## config.mk

```make
export PLATFORM = sky130hd
export DESIGN_NAME = tformat_addr_gen
export DESIGN_NICKNAME = d
export VERILOG_FILES = /design/src/rtl/tt_pkg.sv /design/src/rtl/tt_intra_offset.sv /design/src/rtl/tt_subtile_slot.sv /design/src/rtl/tt_tile_index.sv /design/src/rtl/tformat_addr_gen.sv
export SDC_FILE = /design/constraint.sdc
export NUM_CORES = 1
export LEC_CHECK = 0
export ABC_CLOCK_PERIOD_IN_PS = 800
export BUFFER_PORTS_ARGS = -buffer_cell sky130_fd_sc_hd__buf_2
export CAP_MARGIN = 20
export CORE_AREA = 5 5 113 115
export DETAILED_ROUTE_END_ITERATION = 16
export DIE_AREA = 0 0 118 120
export PLACE_DENSITY = 0.79
export RECOVER_POWER = 50
export SKIP_CTS_REPAIR_TIMING = 1
export SYNTH_ARGS = -nofsm -noshare
export SYNTH_HDL_FRONTEND = slang
export SYNTH_SLANG_ARGS = --single-unit
```

## constraint.sdc

```tcl
create_clock -name clk_i -period 0.8 [get_ports clk_i]
set_clock_uncertainty 0.15 [all_clocks]
set_input_delay 0.2 -clock clk_i [delete_from_list [all_inputs] [get_ports clk_i]]
set_output_delay 0.2 -clock clk_i [all_outputs]
set_load 0.03 [all_outputs]
```

## src/rtl/tt_pkg.sv

```systemverilog
package tt_pkg;
  localparam int unsigned PIX_LOG   = 2;  // 4x4 pixels per micro-tile
  localparam int unsigned UT_LOG    = 2;  // 4x4 micro-tiles per sub-tile
  localparam int unsigned SUB_LOG   = 1;  // 2x2 sub-tiles per tile
  localparam int unsigned TILE_LOG  = PIX_LOG + UT_LOG + SUB_LOG;  // 32 px
  localparam int unsigned BPP_LOG   = 2;  // 4 bytes per pixel
  localparam int unsigned INTRA_W   = 2*PIX_LOG + 2*UT_LOG + BPP_LOG;  // 10
  localparam int unsigned SLOT_W    = 2*SUB_LOG;                        // 2
  localparam int unsigned TILE_SH   = INTRA_W + SLOT_W;                 // 12

  typedef enum logic [1:0] {
    POS_BL = 2'b00,  // {right, top}
    POS_TL = 2'b01,
    POS_BR = 2'b10,
    POS_TR = 2'b11
  } sub_pos_e;
endpackage

```

## src/rtl/tt_intra_offset.sv

```systemverilog
module tt_intra_offset
  import tt_pkg::*;
(
  input  logic [PIX_LOG+UT_LOG-1:0] xl_i,
  input  logic [PIX_LOG+UT_LOG-1:0] yl_i,
  output logic [INTRA_W-1:0]        off_o
);
  logic [2*PIX_LOG-1:0] pix_idx;
  logic [2*UT_LOG-1:0]  ut_idx;

  // raster order: row-major, y selects the row
  assign pix_idx = {yl_i[PIX_LOG-1:0], xl_i[PIX_LOG-1:0]};
  assign ut_idx  = {yl_i[PIX_LOG+UT_LOG-1:PIX_LOG], xl_i[PIX_LOG+UT_LOG-1:PIX_LOG]};
  assign off_o   = {ut_idx, pix_idx, {BPP_LOG{1'b0}}};
endmodule

```

## src/rtl/tt_subtile_slot.sv

```systemverilog
module tt_subtile_slot
  import tt_pkg::*;
(
  input  logic              right_i,
  input  logic              top_i,
  input  logic              odd_row_i,
  output logic [SLOT_W-1:0] slot_o
);
  sub_pos_e pos;
  logic [SLOT_W-1:0] even_slot;

  assign pos = sub_pos_e'({right_i, top_i});

  always_comb begin
    unique case (pos)
      POS_BL:  even_slot = 2'd0;
      POS_TL:  even_slot = 2'd1;
      POS_TR:  even_slot = 2'd2;
      default: even_slot = 2'd3;  // POS_BR
    endcase
  end

  // odd-row order is the even order rotated by two places
  assign slot_o = odd_row_i ? even_slot + 2'd2 : even_slot;
endmodule

```

## src/rtl/tt_tile_index.sv

```systemverilog
module tt_tile_index #(
  parameter int unsigned TX_W = 11,
  parameter int unsigned TY_W = 11,
  parameter int unsigned WT_W = 10,
  parameter int unsigned TI_W = TY_W + WT_W
) (
  input  logic [TX_W-1:0] tx_i,
  input  logic [TY_W-1:0] ty_i,
  input  logic [WT_W-1:0] width_i,
  output logic [TI_W-1:0] col_o,
  output logic [TI_W-1:0] idx_o
);
  logic [TI_W-1:0] row_base;
  logic [TI_W-1:0] tx_ext;
  logic [TI_W-1:0] w_ext;

  assign tx_ext   = TI_W'(tx_i);
  assign w_ext    = TI_W'(width_i);
  assign row_base = TI_W'(ty_i) * w_ext;
  assign col_o    = ty_i[0] ? (w_ext - TI_W'(1) - tx_ext) : tx_ext;
  assign idx_o    = row_base + col_o;
endmodule

```

## src/rtl/tformat_addr_gen.sv

```systemverilog
module tformat_addr_gen
  import tt_pkg::*;
#(
  parameter int unsigned X_W   = 16,
  parameter int unsigned Y_W   = 16,
  parameter int unsigned WT_W  = 10,
  localparam int unsigned TX_W  = X_W - TILE_LOG,
  localparam int unsigned TY_W  = Y_W - TILE_LOG,
  localparam int unsigned TI_W  = TY_W + WT_W,
  localparam int unsigned OFF_W = TI_W + TILE_SH
) (
  input  logic             clk_i,
  input  logic             rst_ni,
  input  logic             valid_i,
  input  logic [X_W-1:0]   x_i,
  input  logic [Y_W-1:0]   y_i,
  input  logic [WT_W-1:0]  width_tiles_i,
  output logic             valid_o,
  output logic [OFF_W-1:0] offset_o
);
  localparam int unsigned LOC_W = PIX_LOG + UT_LOG;

  logic [TX_W-1:0]    tx;
  logic [TY_W-1:0]    ty;
  logic               right, top, odd_row;
  logic [TI_W-1:0]    tile_col, tile_idx;
  logic [SLOT_W-1:0]  slot;
  logic [INTRA_W-1:0] intra;
  logic [OFF_W-1:0]   offset_d;

  assign tx      = x_i[X_W-1:TILE_LOG];
  assign ty      = y_i[Y_W-1:TILE_LOG];
  assign right   = x_i[TILE_LOG-1];
  assign top     = y_i[TILE_LOG-1];
  assign odd_row = ty[0];

  tt_intra_offset u_intra (
    .xl_i (x_i[LOC_W-1:0]),
    .yl_i (y_i[LOC_W-1:0]),
    .off_o(intra)
  );

  tt_subtile_slot u_slot (
    .right_i  (right),
    .top_i    (top),
    .odd_row_i(odd_row),
    .slot_o   (slot)
  );

  tt_tile_index #(
    .TX_W(TX_W), .TY_W(TY_W), .WT_W(WT_W), .TI_W(TI_W)
  ) u_tile (
    .tx_i   (tx),
    .ty_i   (ty),
    .width_i(width_tiles_i),
    .col_o  (tile_col),
    .idx_o  (tile_idx)
  );

  assign offset_d = {tile_idx, slot, intra};

  always_ff @(posedge clk_i or negedge rst_ni) begin
    if (!rst_ni) begin
      valid_o  <= 1'b0;
      offset_o <= '0;
    end else begin
      valid_o <= valid_i;
      if (valid_i) offset_o <= offset_d;
    end
  end

  // one-cycle valid latency
  a_r2_valid_rise: assert property (@(posedge clk_i) disable iff (!rst_ni)
    valid_i |=> valid_o);
  a_r2_valid_idle: assert property (@(posedge clk_i) disable iff (!rst_ni)
    !valid_i |=> !valid_o);

  // idle cycles leave the offset alone
  a_r9_hold: assert property (@(posedge clk_i) disable iff (!rst_ni)
    !valid_i |=> $stable(offset_o));

  // even row starts at the bottom-left sub-tile
  a_r5_bl_first: assert property (@(posedge clk_i) disable iff (!rst_ni)
    (valid_i && !odd_row && !right && !top) |-> (slot == '0));

  // odd row starts at the top-right sub-tile
  a_r6_tr_first: assert property (@(posedge clk_i) disable iff (!rst_ni)
    (valid_i && odd_row && right && top) |-> (slot == '0));

  // the mirrored column stays inside the row
  a_r8_col_range: assert property (@(posedge clk_i) disable iff (!rst_ni)
    (valid_i && (TI_W'(tx) < TI_W'(width_tiles_i))) |-> (tile_col < TI_W'(width_tiles_i)));
endmodule

```

==> results_tabular.tex <==
\begin{tabular}{lr}
\hline
Metric & Value \\
\hline
\multicolumn{2}{l}{\textbf{Power and ir drop}} \\
\quad Total chip power & 37.3 mW \\
\quad Total power per unit cell area & 4140 nW/um\^{}2 \\
\quad Static Leakage & 4.61 nW \\
\quad IR Drop Worst-Case VDD & 4960 uV \\
\multicolumn{2}{l}{\textbf{Logic synthesis}} \\
\quad Post-synthesis average cell area & 8.76 sq um \\
\quad EDFF count, synth & 0 \\
\quad Warnings, synthesis & 0 \\
\quad Cell taking the most area after synthesis & sky130\_fd\_sc\_hd\_\_fa\_1 \\
\quad Most used flip-flop cell after synthesis & sky130\_fd\_sc\_hd\_\_dfrtp\_1 \\
\quad Number of storage elements in the synthesis netlist & 32 \\
\quad Gate count of the mapped netlist & 717 \\
\quad Distinct cell type count of the synthesized netlist & 47 \\
\quad Seq/Total Area, Yosys & 12.7\% \\
\quad Fraction of registers with async set or reset after synthesis & 100\% \\
\quad Leading cell types by total area after synthesis & sky130\_fd\_sc\_hd\_\_fa\_1, sky130\_fd\_sc\_hd\_\_ha\_1, sky130\_fd\_sc\_hd\_\_dfrtp\_1, sky130\_fd\_sc\_hd\_\_inv\_1, sky130\_fd\_sc\_hd\_\_and2\_1 \\
\quad Area share of the largest cell type after synthesis & 29.0\% \\
\quad Netlist area before placement & 6280 sq um \\
\multicolumn{2}{l}{\textbf{Floorplan}} \\
\quad Area of the die & 14,200 sq um \\
\quad Placeable core area & 11,700 sq um \\
\quad Die outline height & 120 um \\
\quad Initial Util & 53.6\% \\
\quad Die Span X & 118 um \\
\quad Core Rows & 40 \\
\quad Top Ports & 79 \\
\multicolumn{2}{l}{\textbf{Place}} \\
\quad Weighted congestion reported at the end of routability-driven placement & 0.915 \\
\quad Half-perimeter wire length after detailed placement & 13,600 um \\
\quad Port Buffers & 76 \\
\multicolumn{2}{l}{\textbf{Cells and area}} \\
\quad Share of the core filled with cells in the final layout & 76.9\% \\
\quad Syn-to-layout area delta & 43.3\% \\
\quad Net count reported at finish & 1,124 \\
\quad Layout cells sized above 1 & 42.0\% \\
\quad Count of inserted antenna diode cells & 0 \\
\multicolumn{2}{l}{\textbf{Routing}} \\
\quad Detail Route Antenna Nets & 0 \\
\quad Via-per-instance ratio & 5.38 \\
\quad Avg WL per Cell & 17.1 um \\
\quad DR vias & 5,739 \\
\quad Detailed-routing iteration count for the pre-antenna-repair pass & 4 \\
\quad Number of design rule violations left after detail routing & 0 \\
\quad First DRT Iteration DRCs & 336 \\
\quad Total length of routed wires & 18,200 um \\
\multicolumn{2}{l}{\textbf{STA}} \\
\quad Setup-failing EPs final & 62 \\
\quad Hold Vio Cnt, Final & 0 \\
\quad Max Clk Rate & 174 MHz \\
\quad Period Utilization, post-route & 719\% \\
\quad Final-report max-slew violation count & 0 \\
\quad Clock period minus worst slack & 5.75 ns \\
\quad Setup WS post-layout & -4.95 ns \\
\quad Total Negative Setup Slacks & -98.59 ns \\
\quad Unrepaired setup endpoints after global routing & true \\
\multicolumn{2}{l}{\textbf{Setup path}} \\
\quad Crit path launch type & input port \\
\quad Largest stage delay on the critical path & 0.55 ns \\
\quad Category of the most critical setup path & in -> reg \\
\quad Worst Path Max Fanout & 5 \\
\quad Crit path required time & 0.82 ns \\
\quad Cell type of the slowest stage on the worst timing path & sky130\_fd\_sc\_hd\_\_or4\_4 \\
\quad Data arrival time of the critical path & 5.76 ns \\
\quad Category of the worst setup path capture point & flop \\
\multicolumn{2}{l}{\textbf{Global routing}} \\
\quad First-pass GRT wire length & 27,500 um \\
\quad Maximum number of pins on one net before global-route repair & 33 \\
\quad Total congestion overflow after global routing & 0 \\
\quad Via count of the first global-routing pass & 5,994 \\
\quad GRT Overall Usage & 23.0\% \\
\quad Initial antenna violation count & 0 \\
\multicolumn{2}{l}{\textbf{Clock tree}} \\
\quad Maximum number of buffers from clock root to sink & 2 \\
\quad Clock transition at path regs & 0.06 ns \\
\quad Depth of the CTS H-tree & 2 \\
\quad CTS tree & built \\
\quad Root Buffer & sky130\_fd\_sc\_hd\_\_clkbuf\_16 \\
\quad Total clock buffers created by CTS & 5 \\
\quad Clock latency on the worst-skew pair & 0.27 ns \\
\quad Count of clock tree sinks & 32 \\
\multicolumn{2}{l}{\textbf{Min path}} \\
\quad Path type of the worst min-delay path & in -> reg \\
\multicolumn{2}{l}{\textbf{Status}} \\
\quad Violated checks & setup timing \\
\quad Outcome & finished, violations left \\
\multicolumn{2}{l}{\textbf{Flow run}} \\
\quad Count of max-cap constraint violations & 0 \\
\hline
\end{tabular}
state kept, by name, summed over array words and instances (netlist names):
| register | cells |
|---|---|
| offset_o | 31 |
| valid_o | 1 |
metal layers:
metal,vias up,track usage [%],wire [um]
met5,-,0,0
met4,0,4.95,483
met3,46,3.25,924
met2,193,41.1,9470
met1,2882,29.8,7330
li1,2618,-,-
per-stage QoR:
stage / hold WS (ns) / cells / instance area, sq um / setup WS [ns]
2_1_floorplan: -0.246 / 718 / 6670 / -4.98
3_3_place_gp: 0.0111 / 1034 / 7990 / -5.17
3_5_place_dp: 0.0149 / 1034 / 7990 / -5.27
4_1_cts: -0.278 / 1041 / 8120 / -4.99
5_1_grt: 0.0136 / 1066 / 9000 / -5.13
6_report: 0.00449 / 1066 / 9000 / -4.95
worst max-delay path: cells and delay by family:
kind                       cells  cell delay, ns
and+or+nand+nor                5            1.31
AOI/OAI and AO/OA              9            1.53
buffers and inverters          4            0.26
adders and majority gates      6            2.20
xor gates and xnor gates       1            0.13
muxes                          1            0.12
area by class of cell:
| type | instances | area (sq um) |
|---|---|---|
| fillers | 738 | 2710 |
| inverters | 159 | 621 |
| clock inverters | 1 | 5.00 |
| flip-flops and latches | 32 | 840 |
| repair buffers | 223 | 1840 |
| repair inverters | 1 | 5.00 |
| multi-input cells | 497 | 5380 |
| well taps | 147 | 184 |
| clock buffers | 6 | 129 |
cell families (layout without fill, tap and decap cells):
family / after synthesis / in the layout / synth area share [%]
AND/OR/NAND/NOR: 187 / 187 / 14.8
AO/OA/AOI/OAI: 92 / 92 / 9.44
adder cells (fa/ha/maj): 160 / 160 / 42.7
XOR/XNOR: 28 / 28 / 3.90
flip-flops: 32 / 32 / 12.7
buffers and inverters: 189 / 390 / 11.4
multiplexers: 28 / 28 / 4.92
other: 1 / 2 / 0.0597
power by group:
part | switching (mW) | internal (mW) | total (mW) | leakage [nW]
logic | 16.2 | 16.4 | 32.6 | 4.20
clock network | 0.637 | 1.13 | 1.76 | 0.0667
registers | 0.487 | 2.42 | 2.91 | 0.345
placed cells by master, fill, tap and decap left out, types with 5 or more instances in the layout:
master / count
sky130_fd_sc_hd__mux2_2: 8
sky130_fd_sc_hd__a21o_1: 11
sky130_fd_sc_hd__inv_2: 15
sky130_fd_sc_hd__nor2_1: 17
sky130_fd_sc_hd__nand2_1: 74
sky130_fd_sc_hd__mux2_4: 15
sky130_fd_sc_hd__and2_1: 49
sky130_fd_sc_hd__buf_6: 49
sky130_fd_sc_hd__xnor2_1: 15
sky130_fd_sc_hd__nand2b_1: 9
sky130_fd_sc_hd__fa_1: 88
sky130_fd_sc_hd__dfrtp_2: 31
sky130_fd_sc_hd__clkbuf_16: 6
sky130_fd_sc_hd__o21ai_1: 6
sky130_fd_sc_hd__buf_2: 39
sky130_fd_sc_hd__ha_1: 50
sky130_fd_sc_hd__ha_4: 17
sky130_fd_sc_hd__a21oi_4: 5
sky130_fd_sc_hd__o21a_1: 9
sky130_fd_sc_hd__inv_1: 140
sky130_fd_sc_hd__a21oi_1: 11
sky130_fd_sc_hd__nor2_2: 5
sky130_fd_sc_hd__buf_4: 126
sky130_fd_sc_hd__xor2_1: 11
sky130_fd_sc_hd__o21ai_2: 12
sky130_fd_sc_hd__a211o_1: 6
sky130_fd_sc_hd__a21oi_2: 10
worst paths after layout:
path                                   from      endpoint  depth (start not counted)  slack, ns
hold / removal                       y_i[0]   offset_o[4]                          2      0.004
min in group asynchronous            rst_ni   offset_o[4]                          3       0.30
setup / recovery           width_tiles_i[1]  offset_o[32]                         26      -4.95
setup reg to reg               offset_o[32]  offset_o[32]                          2      -0.30
hold reg to reg                offset_o[10]  offset_o[10]                          2       0.36
max in group asynchronous            rst_ni  offset_o[26]                          3       0.02
synthesized netlist by cell type (all sizes together), types with 6 or more instances:
| library cell | instances |
|---|---|
| inv | 159 |
| fa | 91 |
| nand2 | 79 |
| ha | 69 |
| and2 | 49 |
| dfrtp | 32 |
| a21oi | 26 |
| clkbuf | 25 |
| nor2 | 24 |
| o21ai | 24 |
| mux2 | 23 |
| xnor2 | 17 |
| a21o | 11 |
| xor2 | 11 |
| o21a | 10 |
| nand2b | 9 |
| nor3 | 8 |
| a211o | 6 |
(Power assumes the default switching activity.)
